File: src/rtl/clkctl_i2c_pkg.sv
package clkctl_i2c_pkg;

    typedef enum logic [2:0] {
        ST_IDLE,
        ST_ADDR,
        ST_ADDR_ACK,
        ST_SKIP,
        ST_SKIP_ACK,
        ST_DATA,
        ST_DATA_ACK,
        ST_IGNORE
    } slv_state_e;

    // Power-up content of each control register.
    function automatic logic [7:0] reg_default(input int idx);
        case (idx)
            0:       return 8'h0C;
            1:       return 8'hCF;
            2:       return 8'h7F;
            3:       return 8'hFF;
            5:       return 8'h37;
            default: return 8'h00;
        endcase
    endfunction

endpackage

File: src/rtl/clkctl_line_filter.sv
module clkctl_line_filter #(
    parameter int SYNC_STAGES = 2,
    parameter int FILT_LEN    = 3
) (
    input  logic clk,
    input  logic rst_n,
    input  logic line_i,
    output logic line_o
);
    localparam int CW = $clog2(FILT_LEN + 1);

    logic [SYNC_STAGES-1:0] sync_q;
    logic [CW-1:0]          cnt_q;
    logic                   synced;

    assign synced = sync_q[SYNC_STAGES-1];

    always_ff @(posedge clk or negedge rst_n) begin
        if (!rst_n) begin
            sync_q <= '1;
        end else begin
            sync_q <= {sync_q[SYNC_STAGES-2:0], line_i};
        end
    end

    // The output follows only after the synced level holds for FILT_LEN cycles.
    always_ff @(posedge clk or negedge rst_n) begin
        if (!rst_n) begin
            cnt_q  <= '0;
            line_o <= 1'b1;
        end else if (synced == line_o) begin
            cnt_q <= '0;
        end else if (cnt_q == CW'(FILT_LEN - 1)) begin
            cnt_q  <= '0;
            line_o <= synced;
        end else begin
            cnt_q <= cnt_q + 1'b1;
        end
    end

    AST_FILT_FOLLOWS: assert property (@(posedge clk) disable iff (!rst_n)
        (line_o != $past(line_o)) |-> ($past(synced) == line_o));

endmodule

File: src/rtl/clkctl_bus_cond.sv
module clkctl_bus_cond (
    input  logic clk,
    input  logic rst_n,
    input  logic scl_f,
    input  logic sda_f,
    output logic start_o,
    output logic stop_o,
    output logic scl_rise_o,
    output logic scl_fall_o
);
    logic scl_q, sda_q;

    always_ff @(posedge clk or negedge rst_n) begin
        if (!rst_n) begin
            scl_q <= 1'b1;
            sda_q <= 1'b1;
        end else begin
            scl_q <= scl_f;
            sda_q <= sda_f;
        end
    end

    assign start_o    = scl_q && scl_f && sda_q && !sda_f;
    assign stop_o     = scl_q && scl_f && !sda_q && sda_f;
    assign scl_rise_o = !scl_q && scl_f;
    assign scl_fall_o = scl_q && !scl_f;

endmodule

File: src/rtl/clkctl_wr_fsm.sv
module clkctl_wr_fsm
    import clkctl_i2c_pkg::*;
#(
    parameter logic [7:0] ADDR_BYTE  = 8'hD2,
    parameter int         SKIP_BYTES = 2,
    parameter int         MAX_DATA   = 10,
    localparam int        IW         = (MAX_DATA > 1) ? $clog2(MAX_DATA) : 1
) (
    input  logic          clk,
    input  logic          rst_n,
    input  logic          enable,
    input  logic          start,
    input  logic          stop,
    input  logic          scl_rise,
    input  logic          scl_fall,
    input  logic          sda_f,
    output logic          ack_o,
    output logic          wr_en_o,
    output logic [IW-1:0] wr_idx_o,
    output logic [7:0]    wr_data_o
);
    localparam int DCW = $clog2(MAX_DATA + 1);
    localparam int SCW = $clog2(SKIP_BYTES + 1);

    slv_state_e     state, nxt;
    logic [3:0]     bit_cnt;
    logic [7:0]     shift_q;
    logic [SCW-1:0] skip_cnt;
    logic [DCW-1:0] data_cnt;
    logic           byte_full, rx_state, room;

    assign byte_full = (bit_cnt == 4'd8);
    assign room      = (data_cnt < DCW'(MAX_DATA));
    assign rx_state  = (state == ST_ADDR) || (state == ST_SKIP) || (state == ST_DATA);

    // Next-state logic
    always_comb begin
        nxt = state;
        if (!enable) begin
            nxt = ST_IDLE;
        end else if (start) begin
            nxt = ST_ADDR;
        end else if (stop) begin
            nxt = ST_IDLE;
        end else begin
            unique case (state)
                ST_IDLE, ST_IGNORE: nxt = state;
                ST_ADDR:
                    if (scl_fall && byte_full)
                        nxt = (shift_q == ADDR_BYTE) ? ST_ADDR_ACK : ST_IGNORE;
                ST_ADDR_ACK:
                    if (scl_fall) nxt = ST_SKIP;
                ST_SKIP:
                    if (scl_fall && byte_full) nxt = ST_SKIP_ACK;
                ST_SKIP_ACK:
                    if (scl_fall)
                        nxt = (skip_cnt == SCW'(SKIP_BYTES - 1)) ? ST_DATA : ST_SKIP;
                ST_DATA:
                    if (scl_fall && byte_full)
                        nxt = room ? ST_DATA_ACK : ST_IGNORE;
                ST_DATA_ACK:
                    if (scl_fall) nxt = ST_DATA;
            endcase
        end
    end

    // State register
    always_ff @(posedge clk or negedge rst_n) begin
        if (!rst_n) state <= ST_IDLE;
        else        state <= nxt;
    end

    // Byte shifter and counters
    always_ff @(posedge clk or negedge rst_n) begin
        if (!rst_n) begin
            bit_cnt  <= '0;
            shift_q  <= '0;
            skip_cnt <= '0;
            data_cnt <= '0;
        end else if (!enable || start || stop) begin
            bit_cnt  <= '0;
            skip_cnt <= '0;
            data_cnt <= '0;
        end else begin
            if (scl_rise && rx_state && !byte_full) begin
                shift_q <= {shift_q[6:0], sda_f};
                bit_cnt <= bit_cnt + 4'd1;
            end
            if (scl_fall && ack_o) begin
                bit_cnt <= '0;
            end
            if (scl_fall && state == ST_SKIP_ACK) begin
                skip_cnt <= skip_cnt + 1'b1;
            end
            if (wr_en_o) begin
                data_cnt <= data_cnt + 1'b1;
            end
        end
    end

    // Outputs
    always_comb begin
        ack_o     = (state == ST_ADDR_ACK) || (state == ST_SKIP_ACK) ||
                    (state == ST_DATA_ACK);
        wr_en_o   = (state == ST_DATA) && (nxt == ST_DATA_ACK);
        wr_idx_o  = data_cnt[IW-1:0];
        wr_data_o = shift_q;
    end

    AST_ACK_AFTER_FALL: assert property (@(posedge clk) disable iff (!rst_n)
        $rose(ack_o) |-> $past(scl_fall));
    AST_WRITE_ACKED: assert property (@(posedge clk) disable iff (!rst_n)
        wr_en_o |=> ack_o);
    AST_QUIET_DISABLED: assert property (@(posedge clk) disable iff (!rst_n)
        !enable |=> (!ack_o && !wr_en_o));
    AST_START_RESTARTS: assert property (@(posedge clk) disable iff (!rst_n)
        (enable && start) |=> (state == ST_ADDR && bit_cnt == 4'd0));

endmodule

File: src/rtl/clkctl_reg_bank.sv
module clkctl_reg_bank
    import clkctl_i2c_pkg::*;
#(
    parameter int  NUM_REGS = 10,
    localparam int IW       = (NUM_REGS > 1) ? $clog2(NUM_REGS) : 1
) (
    input  logic                  clk,
    input  logic                  rst_n,
    input  logic                  wr_en,
    input  logic [IW-1:0]         wr_idx,
    input  logic [7:0]            wr_data,
    output logic [NUM_REGS*8-1:0] regs_o
);
    for (genvar g = 0; g < NUM_REGS; g++) begin : g_reg
        logic [7:0] r_q;
        always_ff @(posedge clk or negedge rst_n) begin
            if (!rst_n)                          r_q <= reg_default(g);
            else if (wr_en && wr_idx == IW'(g))  r_q <= wr_data;
        end
        assign regs_o[g*8 +: 8] = r_q;
    end

    AST_CHANGE_NEEDS_WRITE: assert property (@(posedge clk) disable iff (!rst_n)
        (regs_o != $past(regs_o)) |-> $past(wr_en));

endmodule

File: src/rtl/clkctl_i2c_wr_slave.sv
module clkctl_i2c_wr_slave #(
    parameter logic [7:0] ADDR_BYTE   = 8'hD2,
    parameter int         SKIP_BYTES  = 2,
    parameter int         MAX_DATA    = 10,
    parameter int         SYNC_STAGES = 2,
    parameter int         FILT_LEN    = 3
) (
    input  logic                  clk,
    input  logic                  rst_n,
    input  logic                  pwr_dn_n,
    input  logic                  scl_i,
    input  logic                  sda_i,
    output logic                  sda_pull_o,
    output logic [MAX_DATA*8-1:0] regs_o
);
    localparam int IW = (MAX_DATA > 1) ? $clog2(MAX_DATA) : 1;

    logic [1:0]    raw, filt;
    logic          start, stop, scl_rise, scl_fall, wr_en;
    logic [IW-1:0] wr_idx;
    logic [7:0]    wr_data;

    assign raw = {scl_i, sda_i};

    for (genvar g = 0; g < 2; g++) begin : g_line
        clkctl_line_filter #(
            .SYNC_STAGES(SYNC_STAGES),
            .FILT_LEN   (FILT_LEN)
        ) u_filt (
            .clk   (clk),
            .rst_n (rst_n),
            .line_i(raw[g]),
            .line_o(filt[g])
        );
    end

    clkctl_bus_cond u_cond (
        .clk       (clk),
        .rst_n     (rst_n),
        .scl_f     (filt[1]),
        .sda_f     (filt[0]),
        .start_o   (start),
        .stop_o    (stop),
        .scl_rise_o(scl_rise),
        .scl_fall_o(scl_fall)
    );

    clkctl_wr_fsm #(
        .ADDR_BYTE (ADDR_BYTE),
        .SKIP_BYTES(SKIP_BYTES),
        .MAX_DATA  (MAX_DATA)
    ) u_fsm (
        .clk      (clk),
        .rst_n    (rst_n),
        .enable   (pwr_dn_n),
        .start    (start),
        .stop     (stop),
        .scl_rise (scl_rise),
        .scl_fall (scl_fall),
        .sda_f    (filt[0]),
        .ack_o    (sda_pull_o),
        .wr_en_o  (wr_en),
        .wr_idx_o (wr_idx),
        .wr_data_o(wr_data)
    );

    clkctl_reg_bank #(
        .NUM_REGS(MAX_DATA)
    ) u_bank (
        .clk    (clk),
        .rst_n  (rst_n),
        .wr_en  (wr_en),
        .wr_idx (wr_idx),
        .wr_data(wr_data),
        .regs_o (regs_o)
    );

    AST_PD_REGS_KEPT: assert property (@(posedge clk) disable iff (!rst_n)
        !pwr_dn_n |=> $stable(regs_o));
    AST_PD_NO_PULL: assert property (@(posedge clk) disable iff (!rst_n)
        !pwr_dn_n |=> !sda_pull_o);

endmodule

File: config.mk
export PLATFORM = sky130hd
export DESIGN_NAME = clkctl_i2c_wr_slave
export DESIGN_NICKNAME = d
export VERILOG_FILES = /design/src/rtl/clkctl_i2c_pkg.sv /design/src/rtl/clkctl_line_filter.sv /design/src/rtl/clkctl_bus_cond.sv /design/src/rtl/clkctl_wr_fsm.sv /design/src/rtl/clkctl_reg_bank.sv /design/src/rtl/clkctl_i2c_wr_slave.sv
export SDC_FILE = /design/constraint.sdc
export NUM_CORES = 1
export LEC_CHECK = 0
export ABC_AREA = 1
export BUFFER_PORTS_ARGS = -buffer_cell sky130_fd_sc_hd__buf_4
export CAP_MARGIN = 20
export CORE_ASPECT_RATIO = 0.9
export CORE_UTILIZATION = 25
export CTS_BUF_LIST = sky130_fd_sc_hd__clkbuf_16
export CTS_CLUSTER_DIAMETER = 100
export CTS_CLUSTER_SIZE = 25
export DETAILED_ROUTE_END_ITERATION = 10
export GPL_TIMING_DRIVEN = 0
export PLACE_DENSITY = 0.48
export SLEW_MARGIN = 20
export SYNTH_ARGS = -nofsm -noshare
export SYNTH_HDL_FRONTEND = slang
export SYNTH_HIERARCHICAL = 1
export SYNTH_SLANG_ARGS = --single-unit
File: constraint.sdc
create_clock -name clk -period 3.3 [get_ports clk]
set_input_delay 0.165 -clock clk [delete_from_list [all_inputs] [get_ports clk]]
set_output_delay 0.165 -clock clk [all_outputs]
set_load 0.1 [all_outputs]
# Yosys cells after proc, flatten, opt, wreduce, memory -nomap -nowiden
# Cells that the tools add are included.
# word_totals
ramBits	0
n_memories	0
latch_bits	0
register_bits	113
rom_bits	0
elab_cells	124
out_inout_bits	81
# op_classes
n_lt_le_gt_ge	1
shift	0
bitwise	3
n_eq_ne	24
n_mul	0
n_reduce_logical	44
div_mod_pow	0
mux	24
addsub	5
# ops
op	count
$mux 3	11
$logic_and 1x1->1	23
$pmux 3 s7	1
$mux 4	5
$eq 4x3->1 const B	4
$eq 3x3->1 const B	5
$eq 4x4->1 const B	3
$mux 2	6
$add 4x1->4 const B	2
$eq 4x2->1 const B	2
$eq 8x8->1 const B	1
$add 2x1->2 const B	3
$eq 3x2->1 const B	2
$logic_not 1->1	6
$logic_or 1x1->1	6
$reduce_and 2->1	3
$eq 2x2->1 const B	2
$eq 4x1->1 const B	1
$logic_not 4->1	1
$lt 4x4->1 const B	1
$reduce_bool 2->1	2
$eq 3x1->1 const B	1
$logic_not 3->1	1
$not 1->1	3
other kinds (5)	6

# Longest topological paths before layout
# depth
word_depth	12
ltp_mapped	17

# By module
# The synthesis kept the hierarchy.
# modules_own_cells
mod	area_each_um2	seq_area_each_um2	n_inst	cells_per_inst
clkctl_reg_bank	3314.4	2037.0	1	378
clkctl_wr_fsm	1260.0	525.5	1	162
clkctl_line_filter	190.2	128.9	2	21
clkctl_bus_cond	93.8	52.6	1	13

# Worst setup path before layout
# No wires, ideal clock.
# synth_path
path_type	reg2reg
start	reg u_fsm.state[1]
end	reg u_fsm.bit_cnt[2]
setup_slack_ns	-0.155
required_ns	3.167
stages_incl_launch_ff	7
arrival_time_ns	3.322
setup_ns	0.133
path_cell_list	dfrtp_1 nor2_2 inv_1 o21ai_0 a21oi_1 nand3_1 o21ai_0
# synth_between
elab_chain_cells	6
# synth_lines
element	line	rtl
from (decl)	clkctl_wr_fsm.sv:25	slv_state_e state, nxt;
from (signal assigned)	clkctl_wr_fsm.sv:70	else state <= nxt;
$eq 3x2->1 or $eq 3x3->1 (tied branches)	clkctl_wr_fsm.sv:103	ack_o = (state == ST_ADDR_ACK) || (state == ST_SKIP_ACK) ||
$logic_or 1x1->1	clkctl_wr_fsm.sv:103	
$logic_or 1x1->1 (*)	clkctl_wr_fsm.sv:103	
via sda_pull_o	clkctl_i2c_wr_slave.sv:13	output logic sda_pull_o,
$logic_and 1x1->1 (*)	clkctl_wr_fsm.sv:89	if (scl_fall && ack_o) begin
$mux 4	clkctl_wr_fsm.sv:89	
$mux 4	clkctl_wr_fsm.sv:80	end else if (!enable || start || stop) begin
to (signal assigned)	clkctl_wr_fsm.sv:87	bit_cnt <= bit_cnt + 4'd1;
to (decl)	clkctl_wr_fsm.sv:26	logic [3:0] bit_cnt;
# The timed path passes the listed nets; every way through them passes the cells marked *.
# A chain may end at the register's enable or synchronous reset.

# Worst setup path after layout
# layout_path
start	reg u_cond.scl_q
end	reg u_bank.g_reg[2].r_q[7]
# layout_between
elab_chain_cells	10
# layout_lines
element	line	rtl
from (decl)	clkctl_bus_cond.sv:11	logic scl_q, sda_q;
from (signal assigned)	clkctl_bus_cond.sv:18	scl_q <= scl_f;
$logic_and 1x1->1 (*)	clkctl_bus_cond.sv:26	assign scl_fall_o = scl_q && !scl_f;
via scl_fall	clkctl_i2c_wr_slave.sv:19	logic start, stop, scl_rise, scl_fall, wr_en;
$logic_and 1x1->1	clkctl_wr_fsm.sv:49, clkctl_wr_fsm.sv:54, clkctl_wr_fsm.sv:59	
$mux 3, on equally long branches	clkctl_wr_fsm.sv:59, clkctl_wr_fsm.sv:49, clkctl_wr_fsm.sv:54	
$pmux 3 s7 (*)	clkctl_wr_fsm.sv:46	unique case (state)
$mux 3 (*)	clkctl_wr_fsm.sv:43	end else if (stop) begin
$mux 3 (*)	clkctl_wr_fsm.sv:41	end else if (start) begin
$mux 3 (*)	clkctl_wr_fsm.sv:39	if (!enable) begin
via u_fsm.nxt[0]	clkctl_wr_fsm.sv:25	
$eq 3x3->1 (*)	clkctl_wr_fsm.sv:105	wr_en_o = (state == ST_DATA) && (nxt == ST_DATA_ACK);
$logic_and 1x1->1 (*)	clkctl_wr_fsm.sv:105	
via wr_en	clkctl_i2c_wr_slave.sv:19	
$logic_and 1x1->1 (*)	clkctl_reg_bank.sv:18	else if (wr_en && wr_idx == IW'(g)) r_q <= wr_data;
to (signal assigned)	clkctl_reg_bank.sv:17	if (!rst_n) r_q <= reg_default(g);
to (signal assigned)	clkctl_reg_bank.sv:18	
to (decl)	clkctl_reg_bank.sv:15	logic [7:0] r_q;
# Marks and branches as above.

==> impl_metrics.json <==
{
  "dp_cells": 931,
  "cts_buffers": 17,
  "clock_latency_ns": 0.41,
  "vias": 4112,
  "ctsHoldBuffers": 3,
  "die-area_mm2": 0.0208,
  "slew_viol_final": 0,
  "place_area_mm2": 0.00603,
  "die_w_um": 152,
  "ioPinCount": 86,
  "fp.dieH_um": 137,
  "postCtsSetupBuffers": 0,
  "drive_gt1_frac": 0.261,
  "synth_cells": 595,
  "mostFrequentLayoutCell": "nand2_1",
  "viasPerCell": 4.26,
  "finalCriticalPeriod_ns": 2.88,
  "synth_top_area_frac": 0.382,
  "tns_ns": 0,
  "yosysTopAreaCell": "dfrtp_1",
  "rows": 48,
  "p_leak_uw": 0.00350,
  "ys.warnings.count": 6,
  "antenna_found_initial": 0,
  "antenna_left": 0,
  "synth_nets": 604,
  "grt_pass1_vias": 4049,
  "clkTransAtPathRegs_ns": 0.05,
  "start_kind": "flop",
  "syn_to_final_growth_pct": 32.5,
  "stdcell_area_mm2": 0.00669,
  "max_freq_mhz": 347,
  "finalWirelength_mm": 13.7,
  "wl_per_cell_um": 14.2,
  "path_max_fanout": 10,
  "cts.sinks": 113,
  "grt_usage": 0.144,
  "syn_area_mm2": 0.00505,
  "first_pass_iters": 4,
  "crit_arrival_ns": 3.19,
  "dp.final_hpwl_mm": 9.15,
  "cts.htree.levels": 4,
  "total_power_uw": 4300,
  "mostFrequentLayoutCells": "nand2_1 (269), buf_4 (85), dfrtp_1 (77), inv_1 (50), dfstp_2 (36)",
  "ys_seq_area_frac": 0.569,
  "cap_violations": 0,
  "grt_max_degree": 61,
  "outcome": "completed",
  "post_cts_resized": 0,
  "antenna_cells": 0,
  "hp-class": "input pin to flop",
  "synth.avg_cell_area_um2": 8.49,
  "synth_cell_type_count": 30,
  "grt-ovfl-total": 0,
  "ir_drop_uv": 312,
  "gp_congestion": 0.805,
  "io_buffers": 85,
  "final_nets": 712,
  "hold_viol": 0,
  "worst_pin_slew_ns": 0.953,
  "synth_area_leaders": "dfrtp_1 (38%), nand2_1 (20%), dfstp_2 (19%), nand4_1 (3.7%), inv_1 (3.4%)",
  "cts-root-buf": "clkbuf_16",
  "synth_seq_cells": 113,
  "drcViolationCount": 0,
  "fin_crit_sh": 0.874,
  "drtIter0Drc": 134,
  "worstSetupPathType": "flop to flop",
  "start_util": 0.259,
  "fin_ws_ns": 0.417,
  "slew-limit-headroom": 0.364,
  "power.density_mw_per_mm2": 643,
  "design.core.area_mm2": 0.0195,
  "clockBufferDepth": 2,
  "grt_pass1_wl_mm": 22.0,
  "finalClockSkew_ns": 0.00629,
  "final_cells": 966,
  "cts_tree": "yes",
  "pre_cts_ws_ns": 0.451,
  "rsz0062_at_grt": "no",
  "cp.required_ns": 3.60,
  "critPathCaptureType": "flop",
  "final-setup-viol-count": 0
}
==> area by class of cell <==
| cell class | instances | area (um2) |
|---|---|---|
| clock inverters | 15 | 201 |
| multi-input cells | 413 | 1900 |
| fillers | 2043 | 12800 |
| well taps | 250 | 313 |
| repair buffers | 89 | 699 |
| inverters | 51 | 191 |
| clock buffers | 17 | 425 |
| plain buffers | 18 | 88.8 |
| flip-flops and latches | 113 | 2870 |
==> worst paths after layout <==
path,from,endpoint,slack (ns),depth (start not counted)
worst max-delay path,u_cond/scl_q$_DFF_PN1_,u_bank/g_reg[2].r_q[7]$_DFFE_PN0P_,0.42,16
worst min-delay path,pwr_dn_n,u_fsm/state[0]$_DFF_PN0_,0.06,3
worst max register to register,u_cond/scl_q$_DFF_PN1_,u_bank/g_reg[2].r_q[7]$_DFFE_PN0P_,0.42,16
worst min register to register,g_line[0].u_filt/sync_q[0]$_DFF_PN1_,g_line[0].u_filt/sync_q[1]$_DFF_PN1_,0.36,0
max in group asynchronous,rst_n,u_bank/g_reg[3].r_q[5]$_DFFE_PN1P_,2.29,3
min in group asynchronous,rst_n,g_line[0].u_filt/cnt_q[1]$_DFF_PN0_,0.28,2
==> critical path, stage by stage, from the launching register on <==
cell     delay, ns
dfstp_2       0.53
inv_1         0.04
nor2_1        0.29
inv_1         0.18
nor2_4        0.18
nand2_1       0.06
nand2_1       0.07
nand3_1       0.08
nand2_1       0.07
nand2_2       0.08
nor2_4        0.15
nand2_4       0.08
inv_1         0.15
buf_2         0.23
nand3_1       0.36
nand2_1       0.16
nand2_1       0.06
==> where the power goes <==
| part | internal, uW | leakage (uW) | switching [uW] |
|---|---|---|---|
| clock | 1320 | 0.000321 | 639 |
| sequential | 1510 | 0.00139 | 79.2 |
| combinational | 172 | 0.00179 | 573 |
| total | 3010 | 0.00350 | 1290 |
==> cells in the mapped netlist, drive strengths merged <==
cell	number
nand2	272
dfrtp	77
inv	51
nor2	44
dfstp	36
nand4	30
nand3	24
o21ai	12
buf	10
a21oi	9
clkbuf	8
o21bai	8
ha	4
nor3	2
xor2	2
a31oi	1
mux2	1
nand3b	1
nor4	1
o211ai	1
xnor2	1
==> flip-flops by register name, indices dropped and copies added, names as in the netlist, 2 cells and up <==
register              flops
u_fsm/wr_data_o           8
u_fsm/bit_cnt             4
u_fsm/skip_cnt            2
u_fsm/state               3
g_line.u_filt/line_o      2
g_line.u_filt/cnt_q       4
g_line.u_filt/sync_q      4
u_fsm/wr_idx_o            4
u_bank/g.r_q             80
==> per-layer routing <==
| layer | vias to the layer above | wire, um | GRT usage |
|---|---|---|---|
| li1 | 2092 | - | - |
| met1 | 1927 | 6880 | 0.200 |
| met2 | 82 | 5820 | 0.206 |
| met3 | 11 | 794 | 0.0393 |
| met4 | 0 | 210 | 0.0644 |
| met5 | - | 0 | 0 |
==> through the flow <==
| step | util | hold WS, ns |
|---|---|---|
| floorplan | - | -0.131 |
| global placement | 0.308 | 0.275 |
| detailed placement | 0.310 | 0.160 |
| CTS | 0.344 | 0.0599 |
| global route | 0.344 | 0.0858 |
| finish | 0.344 | 0.0647 |
==> cells by family after synthesis <==
kind of cell,Yosys count,synth area share
AND/OR/NAND/NOR,374,0.323
flip-flops,113,0.569
buffers and inverters,69,0.0555
AO/OA/AOI/OAI,31,0.0354
adder cells (fa/ha/maj),4,0.00991
XOR/XNOR,3,0.00521
multiplexers,1,0.00223
(Power assumes the default switching activity.)
